--- src/rtl/bha_pkg.sv ---
package bha_pkg;

  // Bus owner encoding; OWN_GAP is the one-cycle turnaround after a hold
  typedef enum logic [1:0] {
    OWN_CPU = 2'd0,
    OWN_DMA = 2'd1,
    OWN_EXT = 2'd2,
    OWN_GAP = 2'd3
  } owner_e;

  // Fixed priority pick: outside master, then DMA, then CPU
  function automatic owner_e pick_owner(input logic hold_req, input logic dma_req);
    owner_e w;
    if (hold_req)      w = OWN_EXT;
    else if (dma_req)  w = OWN_DMA;
    else               w = OWN_CPU;
    return w;
  endfunction

endpackage

--- src/rtl/bha_reset_sync.sv ---
module bha_reset_sync #(
  parameter int STAGES = 2
) (
  input  logic clk,
  input  logic rst_n_i,
  output logic rst_n_o
);

  logic [STAGES-1:0] sync_q;

  always_ff @(posedge clk or negedge rst_n_i) begin
    if (!rst_n_i) sync_q <= '0;
    else          sync_q <= {sync_q[STAGES-2:0], 1'b1};
  end

  assign rst_n_o = sync_q[STAGES-1];

endmodule

--- src/rtl/bha_arbiter.sv ---
module bha_arbiter
  import bha_pkg::*;
(
  input  logic clk,
  input  logic rst_n,
  input  logic hold_req,
  input  logic dma_req,
  input  logic acc_valid,
  input  logic acc_busy,
  output logic cpu_gnt,
  output logic dma_gnt,
  output logic hlda_n,
  output logic bus_en,
  output logic acc_take
);

  owner_e state_q, state_d;
  logic   idle;
  logic   state_en;

  // Next-state logic
  always_comb begin
    idle    = !acc_valid && !acc_busy;
    state_d = state_q;
    unique case (state_q)
      OWN_CPU, OWN_DMA: if (idle) state_d = pick_owner(hold_req, dma_req);
      OWN_EXT:          if (!hold_req) state_d = OWN_GAP;
      OWN_GAP:          state_d = pick_owner(hold_req, dma_req);
      default:          state_d = OWN_CPU;
    endcase
    state_en = (state_d != state_q);
  end

  // State register
  always_ff @(posedge clk or negedge rst_n) begin
    if (!rst_n)        state_q <= OWN_CPU;
    else if (state_en) state_q <= state_d;
  end

  assign cpu_gnt  = (state_q == OWN_CPU);
  assign dma_gnt  = (state_q == OWN_DMA);
  assign hlda_n   = (state_q != OWN_EXT);
  assign bus_en   = cpu_gnt || dma_gnt;
  assign acc_take = acc_valid && bus_en;


  hold_waits_access_chk: assert property (@(posedge clk) disable iff (!rst_n)
    (bus_en && (acc_valid || acc_busy)) |=> hlda_n);


  hold_keep_chk: assert property (@(posedge clk) disable iff (!rst_n)
    (!hlda_n && hold_req) |=> !hlda_n);


  hold_release_chk: assert property (@(posedge clk) disable iff (!rst_n)
    (!hlda_n && !hold_req) |=> hlda_n);


  prio_hold_chk: assert property (@(posedge clk) disable iff (!rst_n)
    (bus_en && !acc_valid && !acc_busy && hold_req) |=> !hlda_n);


  prio_dma_chk: assert property (@(posedge clk) disable iff (!rst_n)
    (bus_en && !acc_valid && !acc_busy && !hold_req && dma_req) |=> dma_gnt);


  grant_frozen_chk: assert property (@(posedge clk) disable iff (!rst_n)
    (acc_take || acc_busy) |=> ($stable(cpu_gnt) && $stable(dma_gnt)));


  release_gap_chk: assert property (@(posedge clk) disable iff (!rst_n)
    $rose(hlda_n) |-> !bus_en);

endmodule

--- src/rtl/bha_cs_decode.sv ---
module bha_cs_decode #(
  parameter int AW      = 24,
  parameter int CS_BITS = 2,
  localparam int NCS    = 1 << CS_BITS
) (
  input  logic [AW-1:0]  addr,
  input  logic           en,
  output logic [NCS-1:0] cs_n
);

  logic [CS_BITS-1:0] sel;
  assign sel = addr[AW-1 -: CS_BITS];

  for (genvar k = 0; k < NCS; k++) begin : g_cs
    assign cs_n[k] = !(en && (sel == CS_BITS'(k)));
  end

endmodule

--- src/rtl/bha_pin_drv.sv ---
module bha_pin_drv #(
  parameter int AW      = 24,
  parameter int DW      = 16,
  parameter int CS_BITS = 2,
  localparam int NBE    = DW / 8,
  localparam int NCS    = 1 << CS_BITS
) (
  input  logic           clk,
  input  logic           rst_n,
  input  logic           take,
  input  logic           acc_intl,
  input  logic           acc_write,
  input  logic [NBE-1:0] acc_be,
  input  logic [AW-1:0]  acc_addr,
  input  logic [DW-1:0]  acc_wdata,
  input  logic           bus_en,
  output logic [AW-1:0]  addr_o,
  output logic           addr_oe,
  output logic [DW-1:0]  data_o,
  output logic           data_oe,
  output logic           ctl_oe,
  output logic           rd_n,
  output logic           wr_n,
  output logic           wrl_n,
  output logic           wrh_n,
  output logic           bhe_n,
  output logic [NCS-1:0] cs_n,
  output logic           ale,
  output logic           busy
);

  logic           ext_take;
  logic           ext_wr;
  logic [NCS-1:0] cs_d;
  logic           rd_d, wr_d, wrl_d, wrh_d, doe_d, ale_d, busy_d;
  logic           addr_en, data_en;

  logic [AW-1:0]  addr_q;
  logic [DW-1:0]  data_q;
  logic           bhe_q, doe_q;
  logic           rd_q, wr_q, wrl_q, wrh_q, ale_q, busy_q;
  logic [NCS-1:0] cs_q;

  bha_cs_decode #(.AW(AW), .CS_BITS(CS_BITS)) u_cs (
    .addr (acc_addr),
    .en   (ext_take),
    .cs_n (cs_d)
  );

  // Next-state for the pin registers
  always_comb begin
    ext_take = take && !acc_intl;
    ext_wr   = ext_take && acc_write;
    busy_d   = take;
    ale_d    = take;
    rd_d     = !(ext_take && !acc_write);
    wr_d     = !ext_wr;
    wrl_d    = !(ext_wr && acc_be[0]);
    wrh_d    = !(ext_wr && acc_be[NBE-1]);
    doe_d    = ext_wr;
    addr_en  = ext_take;
    data_en  = ext_wr;
  end

  // Strobes and per-cycle controls
  always_ff @(posedge clk or negedge rst_n) begin
    if (!rst_n) begin
      rd_q   <= 1'b1;
      wr_q   <= 1'b1;
      wrl_q  <= 1'b1;
      wrh_q  <= 1'b1;
      cs_q   <= '1;
      doe_q  <= 1'b0;
      ale_q  <= 1'b0;
      busy_q <= 1'b0;
    end else begin
      rd_q   <= rd_d;
      wr_q   <= wr_d;
      wrl_q  <= wrl_d;
      wrh_q  <= wrh_d;
      cs_q   <= cs_d;
      doe_q  <= doe_d;
      ale_q  <= ale_d;
      busy_q <= busy_d;
    end
  end

  // Address and byte-high enable keep the last external access
  always_ff @(posedge clk or negedge rst_n) begin
    if (!rst_n) begin
      addr_q <= '0;
      bhe_q  <= 1'b1;
    end else if (addr_en) begin
      addr_q <= acc_addr;
      bhe_q  <= !acc_be[NBE-1];
    end
  end

  // Write data register
  always_ff @(posedge clk or negedge rst_n) begin
    if (!rst_n)       data_q <= '0;
    else if (data_en) data_q <= acc_wdata;
  end

  assign addr_o  = addr_q;
  assign data_o  = data_q;
  assign bhe_n   = bhe_q;
  assign rd_n    = rd_q;
  assign wr_n    = wr_q;
  assign wrl_n   = wrl_q;
  assign wrh_n   = wrh_q;
  assign cs_n    = cs_q;
  assign ale     = ale_q;
  assign busy    = busy_q;
  assign addr_oe = bus_en;
  assign ctl_oe  = bus_en;
  assign data_oe = doe_q && bus_en;


  ext_shows_chk: assert property (@(posedge clk) disable iff (!rst_n)
    (take && !acc_intl) |=> (ale && busy && (rd_n != wr_n)));


  strobe_idle_chk: assert property (@(posedge clk) disable iff (!rst_n)
    !take |=> (rd_n && wr_n && wrl_n && wrh_n && (&cs_n) && !ale && !data_oe));


  intl_keep_chk: assert property (@(posedge clk) disable iff (!rst_n)
    (take && acc_intl) |=> ($stable(addr_o) && $stable(bhe_n) && rd_n && wr_n &&
                            wrl_n && wrh_n && (&cs_n) && !data_oe && ale));


  cs_single_chk: assert property (@(posedge clk) disable iff (!rst_n)
    (take && !acc_intl) |=> ($countones(~cs_n) == 1));

endmodule

--- src/rtl/bus_hold_arbiter.sv ---
module bus_hold_arbiter #(
  parameter int AW      = 24,
  parameter int DW      = 16,
  parameter int CS_BITS = 2
) (
  input  logic                     clk,
  input  logic                     rst_n,
  input  logic                     hold_n_i,
  output logic                     hlda_n_o,
  input  logic                     dma_req_i,
  output logic                     dma_gnt_o,
  output logic                     cpu_gnt_o,
  input  logic                     acc_valid_i,
  input  logic                     acc_internal_i,
  input  logic                     acc_write_i,
  input  logic [DW/8-1:0]          acc_be_i,
  input  logic [AW-1:0]            acc_addr_i,
  input  logic [DW-1:0]            acc_wdata_i,
  output logic                     acc_done_o,
  output logic [DW-1:0]            acc_rdata_o,
  output logic [AW-1:0]            ext_addr_o,
  output logic                     ext_addr_oe_o,
  output logic [DW-1:0]            ext_data_o,
  input  logic [DW-1:0]            ext_data_i,
  output logic                     ext_data_oe_o,
  output logic                     ext_ctl_oe_o,
  output logic                     ext_rd_n_o,
  output logic                     ext_wr_n_o,
  output logic                     ext_wrl_n_o,
  output logic                     ext_wrh_n_o,
  output logic                     ext_bhe_n_o,
  output logic [(1<<CS_BITS)-1:0]  ext_cs_n_o,
  output logic                     ext_ale_o
);

  logic rst_sn;
  logic bus_en, acc_take, acc_busy;

  bha_reset_sync #(.STAGES(2)) u_rst (
    .clk     (clk),
    .rst_n_i (rst_n),
    .rst_n_o (rst_sn)
  );

  bha_arbiter u_arb (
    .clk       (clk),
    .rst_n     (rst_sn),
    .hold_req  (!hold_n_i),
    .dma_req   (dma_req_i),
    .acc_valid (acc_valid_i),
    .acc_busy  (acc_busy),
    .cpu_gnt   (cpu_gnt_o),
    .dma_gnt   (dma_gnt_o),
    .hlda_n    (hlda_n_o),
    .bus_en    (bus_en),
    .acc_take  (acc_take)
  );

  bha_pin_drv #(.AW(AW), .DW(DW), .CS_BITS(CS_BITS)) u_pins (
    .clk       (clk),
    .rst_n     (rst_sn),
    .take      (acc_take),
    .acc_intl  (acc_internal_i),
    .acc_write (acc_write_i),
    .acc_be    (acc_be_i),
    .acc_addr  (acc_addr_i),
    .acc_wdata (acc_wdata_i),
    .bus_en    (bus_en),
    .addr_o    (ext_addr_o),
    .addr_oe   (ext_addr_oe_o),
    .data_o    (ext_data_o),
    .data_oe   (ext_data_oe_o),
    .ctl_oe    (ext_ctl_oe_o),
    .rd_n      (ext_rd_n_o),
    .wr_n      (ext_wr_n_o),
    .wrl_n     (ext_wrl_n_o),
    .wrh_n     (ext_wrh_n_o),
    .bhe_n     (ext_bhe_n_o),
    .cs_n      (ext_cs_n_o),
    .ale       (ext_ale_o),
    .busy      (acc_busy)
  );

  assign acc_done_o  = acc_busy;
  assign acc_rdata_o = ext_data_i;


  hold_float_chk: assert property (@(posedge clk) disable iff (!rst_sn)
    !hlda_n_o |-> !(ext_addr_oe_o || ext_ctl_oe_o || ext_data_oe_o));


  drivers_back_chk: assert property (@(posedge clk) disable iff (!rst_sn)
    ($rose(hlda_n_o) && hold_n_i) |=> (ext_addr_oe_o && ext_ctl_oe_o));


  hold_ignores_chk: assert property (@(posedge clk) disable iff (!rst_sn)
    (!hlda_n_o && acc_valid_i) |=> (!acc_done_o && $stable(ext_addr_o) && ext_wr_n_o));


  one_owner_chk: assert property (@(posedge clk) disable iff (!rst_sn)
    $onehot0({cpu_gnt_o, dma_gnt_o, !hlda_n_o}));

endmodule

--- config.mk ---
export PLATFORM = sky130hd
export DESIGN_NAME = bus_hold_arbiter
export DESIGN_NICKNAME = d
export VERILOG_FILES = /design/src/rtl/bha_pkg.sv /design/src/rtl/bha_reset_sync.sv /design/src/rtl/bha_arbiter.sv /design/src/rtl/bha_cs_decode.sv /design/src/rtl/bha_pin_drv.sv /design/src/rtl/bus_hold_arbiter.sv
export SDC_FILE = /design/constraint.sdc
export NUM_CORES = 1
export LEC_CHECK = 0
export BUFFER_PORTS_ARGS = -buffer_cell sky130_fd_sc_hd__buf_2
export CAP_MARGIN = 20
export CORE_MARGIN = 4
export CORE_UTILIZATION = 30
export CTS_CLUSTER_SIZE = 25
export DETAILED_ROUTE_END_ITERATION = 16
export PLACE_DENSITY = 0.6
export SLEW_MARGIN = 10
export SYNTH_ARGS = -nofsm -noshare
export SYNTH_HDL_FRONTEND = slang
export SYNTH_HIERARCHICAL = 1
export SYNTH_SLANG_ARGS = --single-unit
--- constraint.sdc ---
create_clock -name clk -period 2.2 [get_ports clk]
set_input_delay 0.44 -clock clk [delete_from_list [all_inputs] [get_ports clk]]
set_output_delay 0.44 -clock clk [all_outputs]
set_load 0.005 [all_outputs]
==> results of run 1 <==
-- cells by family after synthesis --
family                 count (synthesis)  synth area share, %
DFF                                   55                 61.5
muxes                                 41                 22.6
buffers and inverters                 28                 9.15
and+or+nand+nor                       16                 5.43
AOI/OAI and AO/OA                      4                 1.22
other                                  1                0.166
-- critical path, delay by kind of cell (launching register included) --
kind | cells | cell delay, ns
and+or+nand+nor | 2 | 0.46
DFF | 1 | 0.44
muxes | 1 | 0.36
buffers and inverters | 1 | 0.21
-- layout by cell type (no fill, tap or decap), types with 2 or more instances in the layout --
master / n
and2b_2: 2
buf_2: 105
buf_12: 2
mux2_4: 13
clkbuf_8: 6
nand3b_1: 2
mux2_2: 27
inv_1: 5
dfrtp_1: 45
dfstp_2: 9
nand3_1: 3
nor2_1: 2
-- repair_timing --
action	CTS	global route
hold buffers	1	0
resized for setup	0	0
hold endpoints to repair	2	0
-- per-layer routing --
layer	vias up	wire length, um	track usage, %	share of wire, %
li1	652	-	-	-
met1	668	1630	12.2	37
met2	65	2300	17.3	52
met3	5	434	4.30	9.8
met4	0	46	2.88	1.0
met5	-	0	0	0
-- state kept, by name (all words and copies together), names as in the netlist --
| register | flops |
|---|---|
| u_pins/wr_n | 1 |
| u_pins/data_o | 16 |
| u_pins/bhe_n | 1 |
| u_pins/wrh_n | 1 |
| u_pins/doe_q | 1 |
| u_pins/cs_n | 4 |
| u_pins/busy | 1 |
| u_rst/sync_q | 2 |
| u_arb/state_q | 2 |
| u_pins/wrl_n | 1 |
| u_pins/rd_n | 1 |
| u_pins/addr_o | 24 |
-- through the flow --
step / setup WS [ns] / hold slack [ns] / utilization (%) / total power, mW / instances
finish: 0.611 / 0.214 / 39.6 / 3.51 / 337
global route: 0.517 / 0.257 / 39.6 / 3.79 / 337
CTS: 0.599 / 0.231 / 39.6 / 3.60 / 337
detailed placement: 0.595 / 0.223 / 37.9 / 2.89 / 328
global placement: 0.610 / 0.226 / 37.9 / 2.86 / 328
floorplan: 0.571 / 0.144 / - / 2.35 / 145
-- how the worst max path moves through the flow --
stage	cells after the start	to	from	slack, ns
3_3_place_gp	5	u_pins/addr_o[21]	acc_valid_i	0.61
2_1_floorplan	0	u_arb/state_q[0]	u_rst/sync_q[1]	0.57
4_1_cts	4	u_pins/addr_o[3]	u_arb/state_q[1]	0.60
3_5_place_dp	5	u_pins/addr_o[20]	acc_valid_i	0.60
5_1_grt	4	u_pins/addr_o[20]	u_arb/state_q[1]	0.52
6_report	4	u_pins/addr_o[13]	u_arb/state_q[1]	0.61
-- power by group through the flow --
stage	combinational [mW]	sequential, mW	clock [mW]
6_report	1.18	1.65	0.676
2_1_floorplan	0.637	1.71	0
5_1_grt	1.31	1.72	0.761
3_5_place_dp	1.21	1.67	0
4_1_cts	1.21	1.67	0.722
3_3_place_gp	1.19	1.67	0
-- layout make-up --
cell class / instances / area share (%)
Sequential cell: 55 / 48.1
Multi-Input combinational cell: 62 / 23.0
Timing Repair Buffer: 108 / 19.9
Tap cell: 99 / 4.29
Clock buffer: 6 / 2.86
Clock inverter: 2 / 1.21
Inverter: 5 / 0.650
==> run metrics, run 1 <==
fmax=around 630 MHz; FILL cells=between 700 and 800; WS Path Type=flip-flop to flip-flop; area of the multi-input gates=663 um^2; via count=1390; wire per inst=13.1 um; initial core utilization=31.0%; First-pass DRT Iterations=4; status=completed; Peak VDD IR=~0.38 mV; Yosys warning total=6; Lkg Pwr=1.46 nW; Final setup viols=0; gr ovfl total=0; die area=8980 um^2; WP data required=2.39 ns; reg2reg start=u_arb/state_q[1]; Yosys cell types=25; Routed WL=4.41 mm; Post-Syn Nets=210; Sw Share=~27%; Finished Cell Area=between 2000 and 3000 um^2; Final Hold Violating Endpoints=0; Post-DRT Antenna Nets=0; DRC=0; most frequent cell after synthesis=dfrtp_1; Int Power=roughly 2.6 mW; sequential power share=47.2%; Row Count=31; antenna cells=0; R2R cell count=4; RSZ-0062 raised after global routing=false; global-route wire length before repair=slightly above 7 mm; power per cell area=approximately 1200 nW/um^2; # nets final=302; Tot GR Track Use=10.3%; core area=7290 um^2; synth top area cells=dfrtp_1 51%, mux2_2 13%, dfstp_2 10%, mux2_4 8.6%, buf_4 6.7%; total setup buffers inserted after CTS=0; TNS Setup=0 ns; Clk pwr share=between 10% and 20%; I/O Pins=~140; terminus of the critical flop-to-flop path=u_pins/addr_o[13]; combinational share of power=33.6%; Seq cells post-synth=55; largest net degree at the start of global routing=36; layout cells sized above 1=71.4%; number of synthesized flops with an enable pin=0; Post-synth ARST share=100%; placer congestion estimate=0.649; vias per inst=4.12; clk buf depth=2; CTS tree=done; CP peak stage delay=approximately 0.44 ns; DIE WIDTH=about 95 um; antenna violations before repair=0; top-area cell type share of the netlist area=51.0%; worst skew pair latency=roughly 0.30 ns; synth cell count leaders=46 x dfrtp_1, 27 x mux2_2, 20 x buf_4; vias in the first global route=1477; Final min period=1.59 ns; Seq/Total Area, Yosys=61.5%; hold crit path type=flip-flop to asynchronous set/reset pin; worst path arrival time=between 1.5 and 2 ns; die height=about 95 um; Area Growth Syn to Fin=27.9%; crit-path max FO=31; Area after DPL=around 2800 um^2; Num Clock Sinks=55; fin crit share=between 70% and 80%; Clock Skew=0.00345 ns; Mapped Avg Cell Area=15.6 um^2; max cap viols=0; crit path launch type=flip-flop; DRT iter0 DRCs=17; clk root buf=clkbuf_8; Netlist Area Pre-Place=2260 um^2; Synth Flop Type=dfrtp_1; Post-Syn Instances=145; Crit-path slowest cell=dfrtp_1; CP cell instances=and2b_2 -> nor2b_4 -> buf_12 -> mux2_2; cell taking the most area after synthesis=dfrtp_1; Buffers on Ports=105; P_sw=between 0.9 and 1 mW; Worst-path clk slew=approximately 0.090 ns; DP Wirelength=3.42 mm; r2r setup slk=about 0.6 ns; Register Area=1390 um^2; count of pins over their slew limit=0; crit end category=flip-flop; CTS H-Tree Depth=2; Inserted Clock Buffers=5
(Power assumes the default switching activity.)
==> run 2: changes to the inputs <==
PLACE_DENSITY = 0.63   (was 0.6)
clock period = 1.4 ns   (was 2.2 ns; I/O delays follow)
==> run metrics, run 2 (same netlist as run 1, synthesis figures left out) <==
status=finished, violations left; failing checks=negative setup slack; I/O Pins=138; Row Count=31; DIE WIDTH=94.7 um; area of the multi-input gates=712 um^2; placer congestion estimate=0.665; WS Path Type=flip-flop to flip-flop; terminus of the critical flop-to-flop path=u_pins/addr_o[13]; vias per inst=4.19; hold crit path type=primary input to flip-flop; Buffers on Ports=105; wire per inst=13.2 um; Routed WL=4.58 mm; Tot GR Track Use=9.98%; CTS tree=done; WP data required=1.59 ns; utilization after layout=41.4%; Crit-path slowest cell=dfrtp_1; Hold Path Stages=2; antenna cells=0; DRC=0; largest net degree at the start of global routing=31; vias in the first global route=1536; count of pins over their slew limit=0; CTS H-Tree Depth=2; gr ovfl total=0; crit end category=flip-flop; reg2reg start=u_arb/state_q[1]; antenna violations before repair=1; RSZ-0062 raised after global routing=true; r2r setup slk=-0.08 ns; Inserted Clock Buffers=5; fin crit share=106%; R2R cell count=4; Area Growth Syn to Fin=33.6%; Clock Skew=between 0.009 and 0.01 ns; Worst-path clk slew=about 0.09 ns; die area=8980 um^2; initial core utilization=31.0%; CP peak stage delay=0.38 ns; die height=94.7 um; FILL cells=703; clk buf depth=2; Num Clock Sinks=55; Post-DRT Antenna Nets=0; DRT iter0 DRCs=33; DP Worst Slack=-0.0802 ns; Register Area=1390 um^2; clk root buf=clkbuf_8; First-pass DRT Iterations=4; power per cell area=~1800 nW/um^2; Final min period=between 1 and 1.5 ns; global-route wire length before repair=6.96 mm; worst path arrival time=1.67 ns; Crit path max-delay family=simple AND/OR/NAND/NOR gates; crit-path max FO=15; Final setup viols=27; hold path start=acc_be_i[0]; most frequent cells in the layout=105 x buf_2, 45 x dfrtp_1, 26 x mux2_4; core area=7290 um^2; fmax=between 600 and 700 MHz; Lkg Pwr=between 1.5 and 2 nW; # nets final=313; crit path launch type=flip-flop; most common cell after layout, fill and taps aside=buf_2; max FFs per register=24; DP Wirelength=3.29 mm; layout cells sized above 1=just over 70%; Final Hold Violating Endpoints=0; crit path buf inv count=1; Hold Path End=u_pins/wrl_n; worst skew pair latency=0.30 ns; max cap viols=0; CP cell instances=and2b_2 -> nor2b_4 -> buf_12 -> mux2_2; via count=1459; final worst slack=-0.0834 ns; Peak VDD IR=0.755 mV
==> run 2: per-layer routing <==
metal  wire, um  vias to the layer above  share of wire [%]  GRT usage, %
met1       1940                      710                 42          11.2
met5         14                        -               0.31             0
met4         68                        2                1.5          3.49
met2       2180                       63                 48          17.0
met3        377                       12                8.2          4.06
li1           -                      672                  -             -
==> run 2: worst max path at each step <==
stage          slack (ns)  cells after the start             start                 to
5_1_grt             -0.15                      4  u_arb/state_q[1]  u_pins/addr_o[15]
3_3_place_gp        -0.05                      4  u_arb/state_q[1]   u_pins/addr_o[2]
2_1_floorplan       -0.13                      5  u_arb/state_q[1]     u_pins/cs_n[0]
6_report            -0.08                      4  u_arb/state_q[1]  u_pins/addr_o[13]
3_5_place_dp        -0.08                      4  u_arb/state_q[1]  u_pins/addr_o[18]
4_1_cts             -0.09                      4  u_arb/state_q[1]  u_pins/addr_o[18]
==> run 2: layout make-up <==
class | instances | share of cell area [%]
Inverter | 5 | 0.622
Tap cell | 99 | 4.11
Clock inverter | 1 | 0.124
Clock buffer | 7 | 2.86
Timing Repair Buffer | 119 | 22.6
Multi-Input combinational cell | 62 | 23.6
Sequential cell | 55 | 46.0
==> run 2: repair_timing <==
action / CTS / global route
gates cloned: 0 / 2
setup buffers: 1 / 4
hold buffers: 1 / 0
gates resized for setup: 1 / 14
setup endpoints to repair: 37 / 28
pin swaps: 0 / 0
hold endpoints to repair: 2 / 0
==> run 2: stage by stage <==
step | total power, mW | setup TNS [ns] | area (um^2) | hold WS (ns) | std cells
6_report | 5.58 | -1.60 | 3020 | 0.144 | 348
5_1_grt | 6.00 | -4.29 | 3020 | 0.118 | 348
4_1_cts | 5.48 | -1.95 | 2900 | 0.126 | 342
3_5_place_dp | 4.56 | -1.62 | 2780 | 0.0662 | 332
3_3_place_gp | 4.51 | -0.928 | 2780 | 0.0658 | 332
2_1_floorplan | 3.69 | -1.19 | 2260 | -0.0156 | 145
==> run 2: power breakdown <==
group / internal [mW] / switching [mW]
clock: 0.397 / 0.467
sequential: 2.26 / 0.334
combinational: 1.38 / 0.738
==> run 3: changes to the inputs <==
clock period = 1.2 ns   (was 1.4 ns; I/O delays follow)
==> run metrics, run 3 (same netlist as run 1, synthesis figures left out) <==
status=finished, violations left; failing checks=negative setup slack; CP Launch Point=u_arb/state_q[1]; antenna violations before repair=0; fmax=702 MHz; placer congestion estimate=0.661; max FFs per register=24; crit path buf inv count=1; # nets final=slightly above 300; Row Count=31; DRC=0; r2r setup slk=-0.22 ns; vias per inst=4.08; DIE WIDTH=94.7 um; I/O Pins=138; gr ovfl total=0; WP data required=approximately 1.4 ns; Area Growth Syn to Fin=32.5%; DP Worst Slack=-0.216 ns; Post-DRT Antenna Nets=0; R2R cell count=4; reg2reg start=u_arb/state_q[1]; Buffers on Ports=approximately 110; Lkg Pwr=1.54 nW; fin crit share=119%; Final setup viols=51; CP cell instances=and2b_2 -> nor2b_4 -> buf_12 -> mux2_2; Hold Path Stages=2; wire per inst=between 10 and 15 um; CP peak stage delay=0.38 ns; initial core utilization=31.0%; Final Hold Violating Endpoints=0; Num Clock Sinks=55; Worst Setup EP=u_pins/addr_o[22]; RSZ-0062 raised after global routing=true; hold crit path type=primary input to flip-flop; Final min period=~1.4 ns; core area=7290 um^2; antenna cells=0; terminus of the critical flop-to-flop path=u_pins/addr_o[22]; max cap viols=0; via count=1405; Peak VDD IR=~0.83 mV; utilization after layout=41.0%; crit end category=flip-flop; Worst-path clk slew=0.10 ns; Critical Path Stages=4; Inserted Clock Buffers=5; vias in the first global route=1491; First-pass DRT Iterations=4; CTS tree=done; count of pins over their slew limit=0; TNS Setup=-9.34 ns; power per cell area=between 2000 and 2500 nW/um^2; Crit-path slowest cell=dfrtp_1; clk root buf=clkbuf_8; global-route wire length before repair=6.81 mm; # placed instances=332; largest net degree at the start of global routing=54; DP Wirelength=3.19 mm; most common cell after layout, fill and taps aside=buf_2; worst path arrival time=1.61 ns; worst skew pair latency=approximately 0.3 ns; crit path launch type=flip-flop; CTS H-Tree Depth=2; die area=8980 um^2; most frequent cells in the layout=103 x buf_2, 45 x dfrtp_1, 22 x mux2_4; Tot GR Track Use=9.91%; Routed WL=4.53 mm; clk buf depth=2; die height=roughly 95 um; Clock Skew=0.0116 ns; layout cells sized above 1=71.8%; post-route insts no fill=approximately 340; WS Path Type=flip-flop to flip-flop; DRT iter0 DRCs=24; Crit path max-delay family=flip-flops; final worst slack=-0.224 ns; crit-path max FO=29
-- run 3: where the power goes --
group,switching [mW],internal [mW]
clock network,0.548,0.416
registers,0.380,2.63
logic,0.846,1.57
total,1.77,4.62
-- run 3: per-layer routing --
metal	up-vias	track usage [%]	part of all wire, %
li1	665	-	-
met1	674	11.5	43
met2	57	16.5	48
met3	9	3.90	8.2
met4	0	3.61	1.5
met5	-	0	0
-- run 3: worst min path at each step --
| stage | startpoint | to | slack (ns) |
|---|---|---|---|
| detailed placement | rst_n | u_rst/sync_q[0] | 0.03 |
| finish | acc_be_i[0] | u_pins/wrl_n | 0.09 |
| global route | acc_be_i[0] | u_pins/wrl_n | 0.07 |
| global placement | rst_n | u_rst/sync_q[0] | 0.03 |
| floorplan | rst_n | u_rst/sync_q[0] | -0.06 |
| CTS | acc_be_i[0] | u_pins/wrl_n | 0.07 |
-- run 3: repair_timing --
item / 4_1_cts / 5_1_grt
setup endpoints to repair: 51 / 55
cloned: 0 / 2
hold endpoints to repair: 2 / 0
setup buffers: 1 / 0
hold buffers: 1 / 0
resized for setup: 3 / 3
-- run 3: final cells by class --
cell class,instances,area [um^2]
Timing Repair Buffer,115,674
Fill cell,732,4300
Multi-Input combinational cell,62,704
Clock buffer,8,80.1
Inverter,5,18.8
Sequential cell,55,1390
Tap cell,99,124
-- run 3: through the flow --
stage                     power, mW  hold WS (ns)  area (um^2)
after global routing           6.89        0.0697         2990
after detailed placement       5.43        0.0270         2830
after floorplan                4.39       -0.0556         2290
after global placement         5.38        0.0259         2830
after CTS                      6.48        0.0742         2940
final                          6.39        0.0872         2990
